`src/rtl/arl_timer_pkg.sv`:
```
package arl_timer_pkg;

   localparam int ADDR_W = 3;

   localparam logic [ADDR_W-1:0] A_CTRL   = 3'd0;
   localparam logic [ADDR_W-1:0] A_STAT   = 3'd1;
   localparam logic [ADDR_W-1:0] A_CFG    = 3'd2;
   localparam logic [ADDR_W-1:0] A_RLDCAP = 3'd3;
   localparam logic [ADDR_W-1:0] A_CMP    = 3'd4;
   localparam logic [ADDR_W-1:0] A_COUNT  = 3'd5;

   localparam int B_RUN     = 7;
   localparam int B_LOAD    = 6;
   localparam int B_OVF_IE  = 5;
   localparam int B_CMP_IE  = 4;
   localparam int B_EDGE_IE = 3;

   localparam int F_OVF  = 2;
   localparam int F_CMP  = 1;
   localparam int F_EDGE = 0;
   localparam int N_FLAGS = 3;

   localparam int PS_MSB = 7;

   typedef enum logic [1:0] {
      MODE_RELOAD  = 2'b00,
      MODE_CAPTURE = 2'b01,
      MODE_RLD_B   = 2'b10,
      MODE_RLD_C   = 2'b11
   } arl_mode_e;

   typedef enum logic [1:0] {
      EDGE_NONE = 2'b00,
      EDGE_RISE = 2'b01,
      EDGE_FALL = 2'b10,
      EDGE_BOTH = 2'b11
   } arl_edge_e;

   typedef struct packed {
      logic      run;
      logic      ovf_ie;
      logic      cmp_ie;
      logic      edge_ie;
      arl_mode_e mode;
   } arl_ctrl_t;

endpackage

```
`src/rtl/arl_prescaler.sv`:
```
module arl_prescaler #(
   parameter int PRESC_W = 7,
   parameter int PS_W    = 3
) (
   input  logic            clk,
   input  logic            rst_n,
   input  logic            tick,
   input  logic            run,
   input  logic [PS_W-1:0] ratio,
   output logic            step
);

   localparam int MAX_RATIO = (1 << PS_W) - 1;

   generate
      if (MAX_RATIO > PRESC_W) begin : g_bad_ratio_width
         $error("arl_prescaler: ratio field can select more bits than the prescaler has");
      end
   endgenerate

   logic [PRESC_W-1:0] phase_q;
   logic [PRESC_W-1:0] mask;
   logic               advance;

   always_comb begin
      for (int i = 0; i < PRESC_W; i++) begin
         mask[i] = (int'(ratio) > i);
      end
   end

   assign advance = tick & run;
   assign step    = advance & ((phase_q & mask) == mask);

   always_ff @(posedge clk or negedge rst_n) begin
      if (!rst_n) begin
         phase_q <= '0;
      end else if (advance) begin
         phase_q <= phase_q + 1'b1;
      end
   end

   // the prescaler holds whenever it is not advanced
   p_hold_r2: assert property (@(posedge clk) disable iff (!rst_n)
      !advance |=> phase_q == $past(phase_q));

endmodule

```
`src/rtl/arl_edge_detect.sv`:
```
module arl_edge_detect
   import arl_timer_pkg::*;
#(
   parameter int SYNC_STAGES = 2
) (
   input  logic      clk,
   input  logic      rst_n,
   input  logic      pin,
   input  arl_edge_e sel,
   output logic      evt
);

   logic level;
   logic prev_q;
   logic rise;
   logic fall;

   generate
      if (SYNC_STAGES == 0) begin : g_nosync
         assign level = pin;
      end else begin : g_sync
         logic [SYNC_STAGES-1:0] sync_q;
         always_ff @(posedge clk or negedge rst_n) begin
            if (!rst_n) sync_q <= '0;
            else        sync_q <= SYNC_STAGES'({sync_q, pin});
         end
         assign level = sync_q[SYNC_STAGES-1];
      end
   endgenerate

   always_ff @(posedge clk or negedge rst_n) begin
      if (!rst_n) prev_q <= 1'b0;
      else        prev_q <= level;
   end

   assign rise = level & ~prev_q;
   assign fall = ~level & prev_q;

   always_comb begin
      unique case (sel)
         EDGE_NONE: evt = 1'b0;
         EDGE_RISE: evt = rise;
         EDGE_FALL: evt = fall;
         EDGE_BOTH: evt = rise | fall;
         default:   evt = 1'b0;
      endcase
   end

   // an event always coincides with a level change on the synchronised pin
   p_edge_change_r7: assert property (@(posedge clk) disable iff (!rst_n)
      evt |-> (level != prev_q));

endmodule

```
`src/rtl/arl_count_core.sv`:
```
module arl_count_core #(
   parameter int CNT_W = 8
) (
   input  logic             clk,
   input  logic             rst_n,
   input  logic             step,
   input  logic             load,
   input  logic [CNT_W-1:0] reload_val,
   input  logic             auto_reload,
   input  logic [CNT_W-1:0] cmp_val,
   output logic [CNT_W-1:0] cnt,
   output logic             wrap_evt,
   output logic             cmp_evt,
   output logic             pwm
);

   localparam logic [CNT_W-1:0] CNT_TOP = '1;

   logic             at_top;
   logic             do_step;
   logic [CNT_W-1:0] nxt;

   assign at_top  = (cnt == CNT_TOP);
   assign do_step = step & ~load;
   assign nxt     = at_top ? (auto_reload ? reload_val : '0) : cnt + 1'b1;

   assign wrap_evt = do_step & at_top;
   assign cmp_evt  = do_step & (nxt == cmp_val);

   always_ff @(posedge clk or negedge rst_n) begin
      if (!rst_n) begin
         cnt <= '0;
      end else if (load) begin
         cnt <= reload_val;
      end else if (do_step) begin
         cnt <= nxt;
      end
   end

   always_ff @(posedge clk or negedge rst_n) begin
      if (!rst_n) begin
         pwm <= 1'b0;
      end else if (cmp_evt) begin
         pwm <= 1'b0;
      end else if (wrap_evt) begin
         pwm <= 1'b1;
      end
   end

   p_freeze_r2: assert property (@(posedge clk) disable iff (!rst_n)
      (!step && !load) |=> cnt == $past(cnt));

   p_load_r4: assert property (@(posedge clk) disable iff (!rst_n)
      load |=> cnt == $past(reload_val));

   p_reload_r5: assert property (@(posedge clk) disable iff (!rst_n)
      (step && !load && auto_reload && cnt == CNT_TOP) |=> cnt == $past(reload_val));

   p_wrap_r6: assert property (@(posedge clk) disable iff (!rst_n)
      (step && !load && !auto_reload && cnt == CNT_TOP) |=> cnt == '0);

   p_pwm_low_r8: assert property (@(posedge clk) disable iff (!rst_n)
      cmp_evt |=> !pwm);

   p_pwm_high_r8: assert property (@(posedge clk) disable iff (!rst_n)
      (wrap_evt && !cmp_evt) |=> pwm);

endmodule

```
`src/rtl/arl_timer.sv`:
```
module arl_timer
   import arl_timer_pkg::*;
#(
   parameter int CNT_W       = 8,
   parameter int PRESC_W     = 7,
   parameter int PS_W        = 3,
   parameter int SYNC_STAGES = 2
) (
   input  logic              clk,
   input  logic              rst_n,
   input  logic              tick,
   input  logic              cap_pin,
   input  logic              bus_we,
   input  logic [ADDR_W-1:0] bus_addr,
   input  logic [CNT_W-1:0]  bus_wdata,
   output logic [CNT_W-1:0]  bus_rdata,
   output logic              pwm_out,
   output logic              irq_ovf,
   output logic              irq_cmp,
   output logic              irq_edge
);

   generate
      if (CNT_W < 8) begin : g_bad_cnt_w
         $error("arl_timer: register fields need CNT_W of at least 8");
      end
      if (PS_W > 5 || PS_W < 1) begin : g_bad_ps_w
         $error("arl_timer: ratio field must fit bits 7 down to 3");
      end
   endgenerate

   arl_ctrl_t           ctrl_q;
   logic [PS_W-1:0]     ratio_q;
   arl_edge_e           esel_q;
   logic [N_FLAGS-1:0]  flag_q;
   logic [N_FLAGS-1:0]  flag_nxt;
   logic [CNT_W-1:0]    rldcap_q;
   logic [CNT_W-1:0]    cmp_q;

   logic                wr_ctrl, wr_stat, wr_cfg, wr_rld, wr_cmp;
   logic                load_pulse;
   logic                step;
   logic                edge_evt;
   logic                cap_evt;
   logic                wrap_evt;
   logic                cmp_evt;
   logic                auto_reload;
   logic [CNT_W-1:0]    cnt;

   assign wr_ctrl    = bus_we && (bus_addr == A_CTRL);
   assign wr_stat    = bus_we && (bus_addr == A_STAT);
   assign wr_cfg     = bus_we && (bus_addr == A_CFG);
   assign wr_rld     = bus_we && (bus_addr == A_RLDCAP);
   assign wr_cmp     = bus_we && (bus_addr == A_CMP);
   assign load_pulse = wr_ctrl && bus_wdata[B_LOAD];

   assign auto_reload = (ctrl_q.mode != MODE_CAPTURE);
   assign cap_evt     = edge_evt && !auto_reload;

   arl_prescaler #(
      .PRESC_W (PRESC_W),
      .PS_W    (PS_W)
   ) u_presc (
      .clk   (clk),
      .rst_n (rst_n),
      .tick  (tick),
      .run   (ctrl_q.run),
      .ratio (ratio_q),
      .step  (step)
   );

   arl_edge_detect #(
      .SYNC_STAGES (SYNC_STAGES)
   ) u_edge (
      .clk   (clk),
      .rst_n (rst_n),
      .pin   (cap_pin),
      .sel   (esel_q),
      .evt   (edge_evt)
   );

   arl_count_core #(
      .CNT_W (CNT_W)
   ) u_core (
      .clk         (clk),
      .rst_n       (rst_n),
      .step        (step),
      .load        (load_pulse),
      .reload_val  (rldcap_q),
      .auto_reload (auto_reload),
      .cmp_val     (cmp_q),
      .cnt         (cnt),
      .wrap_evt    (wrap_evt),
      .cmp_evt     (cmp_evt),
      .pwm         (pwm_out)
   );

   always_ff @(posedge clk or negedge rst_n) begin
      if (!rst_n) begin
         ctrl_q <= '0;
      end else if (wr_ctrl) begin
         ctrl_q.run     <= bus_wdata[B_RUN];
         ctrl_q.ovf_ie  <= bus_wdata[B_OVF_IE];
         ctrl_q.cmp_ie  <= bus_wdata[B_CMP_IE];
         ctrl_q.edge_ie <= bus_wdata[B_EDGE_IE];
         ctrl_q.mode    <= arl_mode_e'(bus_wdata[1:0]);
      end
   end

   always_ff @(posedge clk or negedge rst_n) begin
      if (!rst_n) begin
         ratio_q <= '0;
         esel_q  <= EDGE_NONE;
      end else if (wr_cfg) begin
         ratio_q <= bus_wdata[PS_MSB -: PS_W];
         esel_q  <= arl_edge_e'(bus_wdata[1:0]);
      end
   end

   always_comb begin
      flag_nxt = flag_q;
      if (wr_stat) flag_nxt = flag_q & bus_wdata[N_FLAGS-1:0];
      flag_nxt[F_OVF]  = flag_nxt[F_OVF]  | wrap_evt;
      flag_nxt[F_CMP]  = flag_nxt[F_CMP]  | cmp_evt;
      flag_nxt[F_EDGE] = flag_nxt[F_EDGE] | edge_evt;
   end

   always_ff @(posedge clk or negedge rst_n) begin
      if (!rst_n) flag_q <= '0;
      else        flag_q <= flag_nxt;
   end

   always_ff @(posedge clk or negedge rst_n) begin
      if (!rst_n) begin
         rldcap_q <= '0;
      end else if (cap_evt) begin
         rldcap_q <= cnt;
      end else if (wr_rld) begin
         rldcap_q <= bus_wdata;
      end
   end

   always_ff @(posedge clk or negedge rst_n) begin
      if (!rst_n)      cmp_q <= '0;
      else if (wr_cmp) cmp_q <= bus_wdata;
   end

   always_comb begin
      bus_rdata = '0;
      unique case (bus_addr)
         A_CTRL: begin
            bus_rdata[B_RUN]     = ctrl_q.run;
            bus_rdata[B_OVF_IE]  = ctrl_q.ovf_ie;
            bus_rdata[B_CMP_IE]  = ctrl_q.cmp_ie;
            bus_rdata[B_EDGE_IE] = ctrl_q.edge_ie;
            bus_rdata[1:0]       = ctrl_q.mode;
         end
         A_STAT:   bus_rdata[N_FLAGS-1:0] = flag_q;
         A_CFG: begin
            bus_rdata[PS_MSB -: PS_W] = ratio_q;
            bus_rdata[1:0]            = esel_q;
         end
         A_RLDCAP: bus_rdata = rldcap_q;
         A_CMP:    bus_rdata = cmp_q;
         A_COUNT:  bus_rdata = cnt;
         default:  bus_rdata = '0;
      endcase
   end

   assign irq_ovf  = flag_q[F_OVF]  & ctrl_q.ovf_ie;
   assign irq_cmp  = flag_q[F_CMP]  & ctrl_q.cmp_ie;
   assign irq_edge = flag_q[F_EDGE] & ctrl_q.edge_ie;

   // without a status write no flag ever falls
   p_sticky_r10: assert property (@(posedge clk) disable iff (!rst_n)
      !wr_stat |=> (flag_q & $past(flag_q)) == $past(flag_q));

   // a capture event stores the count seen at that edge
   p_capture_r7: assert property (@(posedge clk) disable iff (!rst_n)
      cap_evt |=> rldcap_q == $past(cnt));

   // wraps raise the flag on the following cycle
   p_wrap_flag_r5: assert property (@(posedge clk) disable iff (!rst_n)
      wrap_evt |=> flag_q[F_OVF]);

endmodule

```
`config.mk`:
```
export PLATFORM = sky130hd
export DESIGN_NAME = arl_timer
export DESIGN_NICKNAME = d
export VERILOG_FILES = /design/src/rtl/arl_timer_pkg.sv /design/src/rtl/arl_prescaler.sv /design/src/rtl/arl_edge_detect.sv /design/src/rtl/arl_count_core.sv /design/src/rtl/arl_timer.sv
export SDC_FILE = /design/constraint.sdc
export NUM_CORES = 1
export LEC_CHECK = 0
export BUFFER_PORTS_ARGS = -buffer_cell sky130_fd_sc_hd__buf_2
export CAP_MARGIN = 40
export CORE_MARGIN = 1
export CORE_UTILIZATION = 48
export CTS_BUF_LIST = sky130_fd_sc_hd__clkbuf_16
export DETAILED_ROUTE_END_ITERATION = 10
export GPL_TIMING_DRIVEN = 1
export PLACE_DENSITY = 0.76
export REMOVE_ABC_BUFFERS = 1
export SYNTH_ARGS = -nofsm -noshare
export SYNTH_HDL_FRONTEND = slang
export SYNTH_SLANG_ARGS = --single-unit
```
`constraint.sdc`:
```
create_clock -name clk -period 4.27 [get_ports clk]
set_input_delay 0.854 -clock clk [delete_from_list [all_inputs] [get_ports clk]]
set_output_delay 0.854 -clock clk [all_outputs]
set_load 0.01 [all_outputs]
```
# Word level (Yosys, flattened, before mapping)
# Cells that the tools add are included.
# word_totals
ff_bits,49
out_inout_bits,12
word_cells,84
# op_classes
n_addsub,2
n_lt_le_gt_ge,7
n_eq_ne,12
muxes,16
bitwise_logic,19
reduce_logical,13
# op_table
operator,n
$mux W8,6
$pmux W1 S4,3
$pmux W2 S6,1
$and A1 B1 Y1,10
$pmux W1 S5,2
$gt A3 B3 Y1 const B,3
$add A8 B1 Y8 const B,1
$eq A8 B8 Y1,1
$eq A8 B8 Y1 const B,1
$pmux W2 S4,1
$add A7 B1 Y7 const B,1
$and A7 B7 Y7,1
$eq A7 B7 Y1,1
$logic_and A1 B1 Y1,7
$eq A3 B2 Y1 const B,2
$eq A3 B3 Y1 const B,2
$gt A3 B1 Y1 const B,2
$gt A3 B2 Y1 const B,2
$reduce_bool A2 Y1,3
$eq A2 B2 Y1 const B,2
$or A1 B1 Y1,4
$and A3 B3 Y3,1
$eq A3 B1 Y1 const B,1
$logic_not A3 Y1,1
7 further kinds,10

# Logic depth before layout (Yosys ltp)
# Gate-level depths: netlist of run 1.
# depth
word_depth,8
ltp_mapped,9
mapped_depth_nobuf,8

# Hierarchy
# Synthesis of run 1 repeated with hierarchy kept, for this count alone.
# hier_totals
cells_unflattened,317
area_unflattened_um2,3070.4
# modules_own_cells
mod,n_inst,cells_each,area_each_um2,seq_area_each_um2
arl_timer,1,136,1615.3,750.7
arl_count_core,1,134,952.2,225.2
arl_prescaler,1,35,369.1,175.2
arl_edge_detect,1,12,133.9,75.1

# Worst setup path before layout of run 1
# Ideal clock, no wire load.
# synth_timing
kind,input port to output port
start,in bus_addr[0]
end,out bus_rdata[5]
arrival_time_ps,2051
required_time_ps,3416
setup_slack_ps,1365
stages,5
path_buffers,3
cell_sequence,clkbuf_1 clkbuf_1 buf_1 a31oi_1 o21ai_0
# synth_between
elab_chain_cells,2
elab_cells_between_ends,6
# synth_lines
item,line,text
start: declaration,arl_timer.sv:14,"input logic [ADDR_W-1:0] bus_addr,"
$eq A3 B3 Y1 (tied with other cells),arl_timer.sv:150,unique case (bus_addr)
$pmux W1 S5 (*),arl_timer.sv:150,
end: declaration,arl_timer.sv:16,"output logic [CNT_W-1:0] bus_rdata,"
# Mark *: on every way between the ends. The rest lies on a longest branch, timed or not.

# Worst setup path in the final report of run 1
# layout_timing
start,in bus_addr[0]
end,out bus_rdata[3]
# layout_between
elab_chain_cells,2
elab_cells_between_ends,5
# layout_lines
item,line
$eq A3 B3 Y1 (tied with other cells),arl_timer.sv:150
$pmux W2 S4 (*),arl_timer.sv:150
# Marks and branches as above.

==> flow_metrics.tcl, run 1 <==
set metrics [dict create \
    status "complete, no violations" \
    cts_resized 0 \
    cts.htree.levels 2 \
    globalRoute.totalOverflow 0 \
    yosys-top-cells-area "dfrtp_1 (41%), mux2_2 (9.8%), mux2i_1 (6.4%), nand2_1 (4.8%), o21ai_0 (3.9%)" \
    clkLatencyLatePin_ns 0.28 \
    vias 2564 \
    cp_data_required_time_ns 3.42 \
    clk_transition_reported_paths_ns 0.06 \
    slowest_stage "mux2_2" \
    post_synth_num_cell_types 47 \
    synth-seq-cells 49 \
    cts_buffers 5 \
    register_area_sq_mm 0.00123 \
    finalInstanceArea_sq_mm 0.00331 \
    synthDominantAreaCellType "dfrtp_1" \
    cap_violations 0 \
    synth_edf_count 0 \
    synthCells 318 \
    die_x_um 80.8 \
    antenna_found_initial 0 \
    synth_warnings 0 \
    core.rowCount 28 \
    cts_setup_buffers 0 \
    cts.hold.buffers_added 0 \
    ys_seq_area_frac 0.411 \
    timing.slew.headroom 0.593 \
    first_global_vias 2355 \
    clk_root_buffer_cell "clkbuf_16" \
    fillCellCount 529 \
    finalSetupTns_ns 0 \
    rsz0062_at_grt "false" \
    cellLeakagePower_nw 1.48 \
    critical_path.max_stage_delay_ns 0.38 \
    final_layout_size_suffix_gt1_frac 0.186 \
    cp_max_fo 25 \
    ir_worst_vdd_mv 0.250 \
    area_growth_syn_to_layout_pct 11.1 \
    final.setup_skew_ns 0.00255 \
    maximum_number_of_pins_on_one_net_before_global_route_repair 31 \
    drt-pass1-iter-count 5 \
    crit_path_cell_trace "buf_2, mux2_2, a22oi_1, o21ai_0, buf_2" \
    drt-vias-per-instance 6.28 \
    core_outline_area_sq_mm 0.00596 \
    drc_errors 0 \
    tritoncts "done" \
    port_buffers 27 \
    post-place-cells 400 \
    num_io_pins 28 \
    final_core_utilization 0.556 \
    fmax_mhz 348 \
    timing.reg2reg.worst_path_depth 7 \
    fin_nets 352 \
    slew_of_the_pin_with_the_lowest_slew_margin_ns 0.608 \
    worstSetupPathType "in -> out" \
    placedInstanceArea_sq_mm 0.00315 \
    antenna_violating_nets_post_route 0 \
    holdCritPathClass "reg -> reg" \
    wl_met3_um 438 \
    grt_first_pass_wirelength_um 11700 \
    setup_violations 0 \
    die_h_um 80.8 \
    highest_layer "met4" \
    synth.avg_cell_area_sq_um 9.38 \
    starting_density_of_the_core 0.501 \
    multi_input_comb_area_sq_mm 0.00165 \
    finalHoldViolCount 0 \
    routed_wl_um 7070 \
    tritoncts_num_sinks 49 \
    timing.final.max_slew_violations 0 \
    wl_met1_um 3130 \
    synth_top_flop_cell "dfrtp_1" \
    finalWorstPathRequiredPeriod_ns 2.87 \
    detailroute.wirelength.met2_um 3370 \
    cp_common_cell "buf_2" \
    worstHoldPathCells 0 \
    wl_per_cell_um 17.3 \
    die_area_sq_mm 0.00653 \
    final_cells 408 \
    detail_route.iter0.violations 196 \
    period_share 0.673 \
    worstSetupEndpointType "output port" \
    cts_buffer_depth 2 \
    detailedPlacementHpwl_um 5220 \
    grt_usage 0.238 \
    synth_area_sq_mm 0.00298 \
    powerDensity_mw_per_mm2 548 \
    cp-start-kind "input pin" \
    asyncSetResetFlopFracSynth 1.00 \
    data_arrival_time_of_the_critical_path_ns 2.02 \
    synthDominantCellAreaShare 0.411 \
    antenna_cells_inserted 0 \
    globalplace.congestion 0.864 \
]
[flip-flops by register name, summed over array words and instances, names as in the netlist]
register / flops
u_presc.phase_q: 7
u_edge.prev_q: 1
u_core.pwm: 1
u_edge.g_sync.sync_q: 2
flag_q: 3
cmp_q: 8
esel_q: 2
u_core.cnt: 8
rldcap_q: 8
ctrl_q: 6
ratio_q: 3
[cells in the mapped netlist, types with 2 or more instances]
library cell  number
o21ai_0           23
o22ai_1            5
xor2_1             7
and3_1             6
nand2b_1           3
a221oi_1           2
a22o_1             2
and4_1             3
o31ai_1            4
nand4_1            4
o2bb2ai_1          2
nor2b_1            3
a22oi_1            4
a311oi_1           2
ha_1               4
xnor2_1            9
nor2_1            21
nor4_1             2
buf_2              3
a221o_1            2
nand3_1           11
dfrtp_1           49
mux2_2            26
a21oi_1           10
inv_1              4
a211oi_1           2
clkbuf_1          17
and2_1             5
a31oi_1            7
nor3_1             4
mux2i_1           19
nand2_1           38
[layout by cell type (no fill, tap or decap), types with 7 or more instances in the layout]
cell type / n
nand3_1: 11
buf_2: 27
a31oi_1: 7
o21ai_0: 23
a21oi_1: 10
dfrtp_1: 49
nand2_1: 38
mux2i_1: 19
xor2_1: 7
mux2_2: 26
xnor2_1: 9
nor2_1: 21
[power breakdown]
part / internal (W) / switching, W / leakage, nW / total (W)
sequential: 0.000603 / 0.000238 / 0.598 / 0.000842
clock: 0.000272 / 0.000156 / 0.0826 / 0.000428
combinational: 0.000275 / 0.000272 / 0.798 / 0.000547
total: 0.00115 / 0.000666 / 1.48 / 0.00182
[worst max-delay path, delay by kind of cell]
kind,cells,cell delay [ns]
compound gates,2,0.25
mux,1,0.38
buf+inv,2,0.52
[final cells by class]
class                      instances  area share
timing repair buffer              29      0.0491
sequential                        49       0.370
clock inverter                     3      0.0113
multi-input combinational        243       0.499
inverter                           4     0.00453
tap                               75      0.0283
clock buffer                       5      0.0378
[final timing paths]
check	to	slack, ns	start
max	bus_rdata[3]	1.40	bus_addr[0]
min	u_edge.g_sync.sync_q[1]	0.36	u_edge.g_sync.sync_q[0]
max reg2reg	u_core.pwm	1.78	u_core.cnt[0]
min reg2reg	u_edge.g_sync.sync_q[1]	0.36	u_edge.g_sync.sync_q[0]
max in group asynchronous	u_core.cnt[5]	3.25	rst_n
min in group asynchronous	u_edge.g_sync.sync_q[0]	0.51	rst_n
[cells by family after synthesis]
logic type | synth area share
simple gates | 0.171
compound gates | 0.157
flops | 0.411
mux | 0.162
buf+inv | 0.0344
xor+xnor | 0.0470
fa+ha+maj | 0.0168
[per-layer routing]
metal / vias up / global-route usage
met5: - / 0
met4: 0 / 0.0929
met2: 92 / 0.371
li1: 1193 / -
met1: 1267 / 0.332
met3: 12 / 0.0360
[metrics by stage]
| stage | hold slack, ns | worst slack, ns | total power [W] |
|---|---|---|---|
| after global routing | 0.382 | 1.34 | 0.00193 |
| after floorplan | 0.331 | 1.99 | 0.00118 |
| after detailed placement | 0.346 | 1.42 | 0.00138 |
| after CTS | 0.367 | 1.42 | 0.00181 |
| after global placement | 0.343 | 1.46 | 0.00136 |
| final | 0.359 | 1.40 | 0.00182 |
(Power assumes the default switching activity.)
==> run 2: changes to the inputs <==
ABC_AREA = 1   (was default)
PLACE_DENSITY = 0.78   (was 0.76)
clock period = 2.4 ns   (was 4.27 ns; I/O delays follow)
==> run 2 against run 1 <==
Effect of this change: hold slack got worse by 0.086 ns; clock power is 91% higher; critical path depth rose by 2; sequential cell count stayed put; combinational power grew 74%; setup slack worse by 1.2 ns; wire length rose by 9.5%; core utilization grew 2.6 points; clock-buffer cell count unchanged; area after synthesis fell by 4.4%; sequential power increased by 59%; non-clock buffer count is 5 higher; largest power group unchanged.
==> flow_metrics.tcl, run 2 <==
set metrics [dict create \
    final.setup_skew_ns 0.00420 \
    setup_violations 0 \
    reg2reg_slack_ns 0.31 \
    drt-pass1-iter-count 5 \
    cts_buffer_depth 2 \
    die_h_um 79.0 \
    status "complete, no violations" \
    worstSetupEndpointType "output port" \
    cts_buffers 5 \
    port_buffers 27 \
    finalHoldViolCount 0 \
    finalWorstPathRequiredPeriod_ns 2.25 \
    synth_edf_count 0 \
    holdCritPathClass "in -> async" \
    starting_density_of_the_core 0.508 \
    first_global_vias 2659 \
    layout.cells.most_common "nand2_1" \
    cts_resized 0 \
    synth_top_flop_cell "dfrtp_1" \
    netlist_top_cells_count "nand2_1 (117), nand3_1 (52), inv_1 (50)" \
    final_cells 486 \
    cp-start-kind "input pin" \
    slew_of_the_pin_with_the_lowest_slew_margin_ns 0.812 \
    timing.final.max_slew_violations 0 \
    ys_seq_area_frac 0.430 \
    top_regs "cmp_q: 8 flops, rldcap_q: 8 flops, u_core.cnt: 8 flops" \
    data_arrival_time_of_the_critical_path_ns 1.77 \
    core_outline_area_sq_mm 0.00561 \
    power_consumption_w 0.00312 \
    wl_per_cell_um 15.9 \
    cap_violations 0 \
    core.rowCount 27 \
    top_library_cells_by_usage_in_the_layout_fill_and_taps_aside "nand2_1 (117), nand3_1 (52), inv_1 (50), dfrtp_1 (49), buf_2 (27)" \
    area_growth_syn_to_layout_pct 14.7 \
    tritoncts "done" \
    globalRoute.totalOverflow 0 \
    antenna_violating_nets_post_route 0 \
    period_share 0.937 \
    clk_root_buffer_cell "clkbuf_16" \
    rsz0062_at_grt "false" \
    fmax_mhz 445 \
    num_io_pins 28 \
    cp_data_required_time_ns 1.92 \
    cts.htree.levels 2 \
    tritoncts_num_sinks 49 \
    timing.critical_path.from "bus_addr[0]" \
    worstSetupPathType "in -> out" \
    grt_first_pass_wirelength_um 12500 \
    die_x_um 79.0 \
    reg_to_reg_end "u_core.pwm" \
    synth_warnings 0 \
    vias 2830 \
    setup.worst_path.end "bus_rdata[4]" \
    synthMostInstantiatedCell "nand2_1" \
    detailedPlacementHpwl_um 5760 \
    routed_wl_um 7740 \
    cp_max_fo 6 \
    antenna_found_initial 0 \
    asyncSetResetFlopFracSynth 1.00 \
    final_layout_size_suffix_gt1_frac 0.135 \
    timing.reg2reg.worst_path_depth 12 \
    clkLatencyLatePin_ns 0.29 \
    detail_route.iter0.violations 322 \
    synthCells 378 \
    timing.slew.headroom 0.459 \
    die_area_sq_mm 0.00625 \
    cts.hold.buffers_added 0 \
    final.setup.worst_slack_ns 0.152 \
    grt_usage 0.264 \
    synthDominantAreaCellType "dfrtp_1" \
    cellLeakagePower_nw 1.70 \
    drc_errors 0 \
    powerDensity_mw_per_mm2 954 \
    fillCellCount 536 \
    synthDominantCellAreaShare 0.430 \
    final_core_utilization 0.583 \
    synth_area_sq_mm 0.00285 \
    synth.avg_cell_area_sq_um 7.54 \
    drt-vias-per-instance 5.82 \
    globalplace.congestion 0.998 \
    pre_cts_slack_ns 0.207 \
    antenna_cells_inserted 0 \
    finalSetupTns_ns 0 \
    yosys-top-cells-area "dfrtp_1 (43%), nand2_1 (15%), nand3_1 (9.1%), inv_1 (6.6%), o21ai_0 (4.2%)" \
    synth-seq-cells 49 \
    cts_setup_buffers 0 \
    maximum_number_of_pins_on_one_net_before_global_route_repair 50 \
    ir_worst_vdd_mv 0.509 \
    post-place-cells 478 \
    worst_r2r_startpoint "u_core.cnt[0]" \
    clk_transition_reported_paths_ns 0.07 \
    post_synth_num_cell_types 33 \
    fin_nets 433 \
]
[run 2: cell types whose count changed after synthesis, sizes merged, moves of 15 or more]
cell / delta
mux2i: -19
nand3: +41
clkbuf: -15
inv: +47
nand2: +86
mux2: -26
[run 2: layout make-up]
class / instances / area [sq um] / area share
Clock buffer: 5 / 125 / 0.0383
Sequential cell: 49 / 1230 / 0.375
Timing Repair Buffer: 34 / 188 / 0.0574
Inverter: 52 / 195 / 0.0597
Tap cell: 72 / 90.1 / 0.0276
Clock inverter: 3 / 47.5 / 0.0146
Multi-Input combinational cell: 271 / 1400 / 0.427
[run 2: metal layers]
metal  GRT usage  share of wire  vias to the layer above
li1            -              -                     1323
met1       0.346           0.40                     1293
met2       0.432           0.47                      168
met3      0.0391          0.082                       46
met4       0.120          0.045                        0
met5           0              0                        -
[run 2: per-stage QoR]
step / cell area (sq um) / hold slack, ns
after detailed placement: 3090 / 0.367
final: 3270 / 0.274
after floorplan: 2820 / 0.184
after CTS: 3270 / 0.296
after global placement: 3090 / 0.354
after global routing: 3270 / 0.286
[run 2: cell families (layout without fill, tap and decap cells)]
logic type / after synthesis / after routing / share of synthesized area
XOR/XNOR: 7 / 7 / 0.0215
adder cells (fa/ha/maj): 4 / 4 / 0.0176
flip-flops: 49 / 49 / 0.430
AND/OR/NAND/NOR: 202 / 202 / 0.324
buffers and inverters: 58 / 94 / 0.0799
AO/OA/AOI/OAI: 58 / 58 / 0.127
[run 2: how the worst min path moves through the flow]
| stage | end | startpoint |
|---|---|---|
| global placement | u_edge.g_sync.sync_q[1] | u_edge.g_sync.sync_q[0] |
| global route | u_edge.g_sync.sync_q[0] | cap_pin |
| detailed placement | u_edge.g_sync.sync_q[1] | u_edge.g_sync.sync_q[0] |
| floorplan | cmp_q[0] | rst_n |
| finish | u_presc.phase_q[5] | rst_n |
| CTS | u_edge.g_sync.sync_q[0] | cap_pin |
[run 2: report_power, final]
group / total [W] / internal [W] / switching (W)
Combinational: 0.000954 / 0.000367 / 0.000587
Sequential: 0.00134 / 0.00106 / 0.000288
Clock: 0.000819 / 0.000499 / 0.000319
Total: 0.00312 / 0.00192 / 0.00119
[run 2: worst max-delay path, stage by stage]
cell,delay (ns)
buf_2,0.13
inv_1,0.07
nor3_1,0.37
inv_1,0.22
o22ai_1,0.18
a221o_1,0.16
buf_2,0.14
==> run 3: changes to the inputs <==
GPL_TIMING_DRIVEN = 0   (was 1)
SKIP_LAST_GASP = 1   (was default)
SLEW_MARGIN = 15   (was default)
==> run 3 against run 2 <==
Effect of this change: final area decreased by 1.7%; non-clock buffer count decreased by 6; critical path depth unchanged; setup slack improved by 0.020 ns; sequential cell count unchanged; cell count decreased by 1.2%; clock skew increased by 0.0030 ns; sequential power about the same; clock power decreased by 12%.
==> flow_metrics.tcl, run 3 (synthesized netlist as in run 2, its figures left out) <==
set metrics [dict create \
    switchingPower_w 0.00116 \
    reg2reg_slack_ns 0.31 \
    cts.htree.levels 2 \
    finalHoldWorstSlack_ns 0.185 \
    pre_cts_slack_ns -0.0438 \
    fillCellCount 533 \
    core.rowCount 27 \
    worstSetupEndpointType "output port" \
    cts_resized 0 \
    drt-pass1-iter-count 5 \
    top_library_cells_by_usage_in_the_layout_fill_and_taps_aside "nand2_1 (117), nand3_1 (52), inv_1 (50), dfrtp_1 (49), buf_2 (27)" \
    globalplace.congestion 0.990 \
    rsz0062_at_grt "false" \
    fin_nets 427 \
    cellLeakagePower_nw 1.66 \
    timing.reg2reg.worst_path_depth 14 \
    final_layout_size_suffix_gt1_frac 0.123 \
    detailedPlacementHpwl_um 5370 \
    setup_violations 0 \
    crit_path_cell_trace "buf_2, inv_1, nand3_1, clkinv_1, a221oi_1, o221ai_1, buf_2" \
    tritoncts_num_sinks 49 \
    finalWorstPathRequiredPeriod_ns 2.23 \
    power.clock.fraction 0.241 \
    first_global_vias 2591 \
    slew_of_the_pin_with_the_lowest_slew_margin_ns 0.821 \
    detail_route.iter0.violations 278 \
    cts_buffers 5 \
    internal_power_w 0.00181 \
    status "complete, no violations" \
    finalHoldViolCount 0 \
    die_h_um 79.0 \
    antenna_cells_inserted 0 \
    timing.slew.headroom 0.452 \
    grt_first_pass_wirelength_um 12500 \
    cp_data_required_time_ns 1.92 \
    cts.hold.buffers_added 0 \
    share_seq_of_total_power 0.452 \
    drt-vias-per-instance 5.71 \
    tritoncts "done" \
    finalSetupTns_ns 0 \
    fmax_mhz 449 \
    powerDensity_mw_per_mm2 925 \
    slowest_stage "a221oi_1" \
    clk_root_buffer_cell "clkbuf_16" \
    timing.final.max_slew_violations 0 \
    cp-start-kind "input pin" \
    die_area_sq_mm 0.00625 \
    routed_wl_um 7240 \
    num_io_pins 28 \
    final.setup_skew_ns 0.00723 \
    layout.cells.most_common "nand2_1" \
    worstSetupPathType "in -> out" \
    maximum_number_of_pins_on_one_net_before_global_route_repair 27 \
    vias 2743 \
    cp_max_fo 8 \
    wl_per_cell_um 15.1 \
    clkLatencyLatePin_ns 0.29 \
    worst_r2r_startpoint "u_core.cnt[1]" \
    reg_to_reg_end "u_core.pwm" \
    drc_errors 0 \
    antenna_violating_nets_post_route 0 \
    data_arrival_time_of_the_critical_path_ns 1.75 \
    antenna_found_initial 0 \
    largest_delay_share_family_worst_path "buffers and inverters" \
    starting_density_of_the_core 0.508 \
    grt_usage 0.260 \
    combinationalPowerShare 0.306 \
    ir_worst_vdd_mv 0.659 \
    cp_common_cell "buf_2" \
    power.switching_fraction 0.392 \
    clk_transition_reported_paths_ns 0.07 \
    cts_setup_buffers 0 \
    final_core_utilization 0.573 \
    final.setup.worst_slack_ns 0.172 \
    critical_path.max_stage_delay_ns 0.35 \
    period_share 0.928 \
    power_consumption_w 0.00297 \
    cap_violations 0 \
    core_outline_area_sq_mm 0.00561 \
    area_growth_syn_to_layout_pct 12.7 \
    die_x_um 79.0 \
    cts_buffer_depth 2 \
    top_regs "cmp_q: 8 flops, rldcap_q: 8 flops, u_core.cnt: 8 flops" \
    globalRoute.totalOverflow 0 \
    holdCritPathClass "in -> async" \
    port_buffers 27 \
    cp.buffers_inverters 4 \
]
-- run 3: power by group through the flow --
stage / Sequential (W) / Clock (W) / Combinational, W
after global placement: 0.00134 / 0 / 0.000869
after floorplan: 0.00127 / 0 / 0.000677
after CTS: 0.00133 / 0.000729 / 0.000901
final: 0.00134 / 0.000717 / 0.000910
after global routing: 0.00137 / 0.000762 / 0.00104
after detailed placement: 0.00135 / 0 / 0.000892
-- run 3: per-stage QoR --
stage | area [sq um] | std cells
2_1_floorplan | 2820 | 372
6_report | 3210 | 480
5_1_grt | 3210 | 480
4_1_cts | 3210 | 480
3_3_place_gp | 3040 | 471
3_5_place_dp | 3060 | 472
-- run 3: final cells by class --
class / instances / area, sq um / share of cell area
Clock inverter: 3 / 25.0 / 0.00779
Multi-Input combinational cell: 271 / 1400 / 0.434
Inverter: 52 / 195 / 0.0608
Timing Repair Buffer: 28 / 155 / 0.0483
Clock buffer: 5 / 125 / 0.0390
Tap cell: 72 / 90.1 / 0.0280
Sequential cell: 49 / 1230 / 0.382
-- run 3: layer usage --
metal,share of wire,wire (um),vias up,GRT usage
li1,-,-,1312,-
met1,0.44,3200,1299,0.350
met2,0.47,3440,113,0.416
met3,0.056,408,19,0.0414
met4,0.027,195,0,0.105
met5,0,0,-,0
-- run 3: how the worst max path moves through the flow --
stage	startpoint	end	slack (ns)	depth (start not counted)
after floorplan	bus_addr[2]	bus_rdata[5]	0.67	5
after global placement	bus_addr[0]	u_core.cnt[3]	0.01	7
after detailed placement	bus_addr[0]	u_core.cnt[3]	-0.04	7
after CTS	bus_addr[2]	bus_rdata[5]	0.22	7
after global routing	bus_addr[0]	u_core.cnt[3]	0.06	7
final	bus_addr[2]	bus_rdata[5]	0.17	7
-- run 3: worst reg2reg max path: cells and delay by family (launching register included) --
family / cells / cell delay (ns)
adder cells (fa/ha/maj): 1 / 0.28
buffers and inverters: 2 / 0.09
flip-flops: 1 / 0.49
AND/OR/NAND/NOR: 11 / 1.12
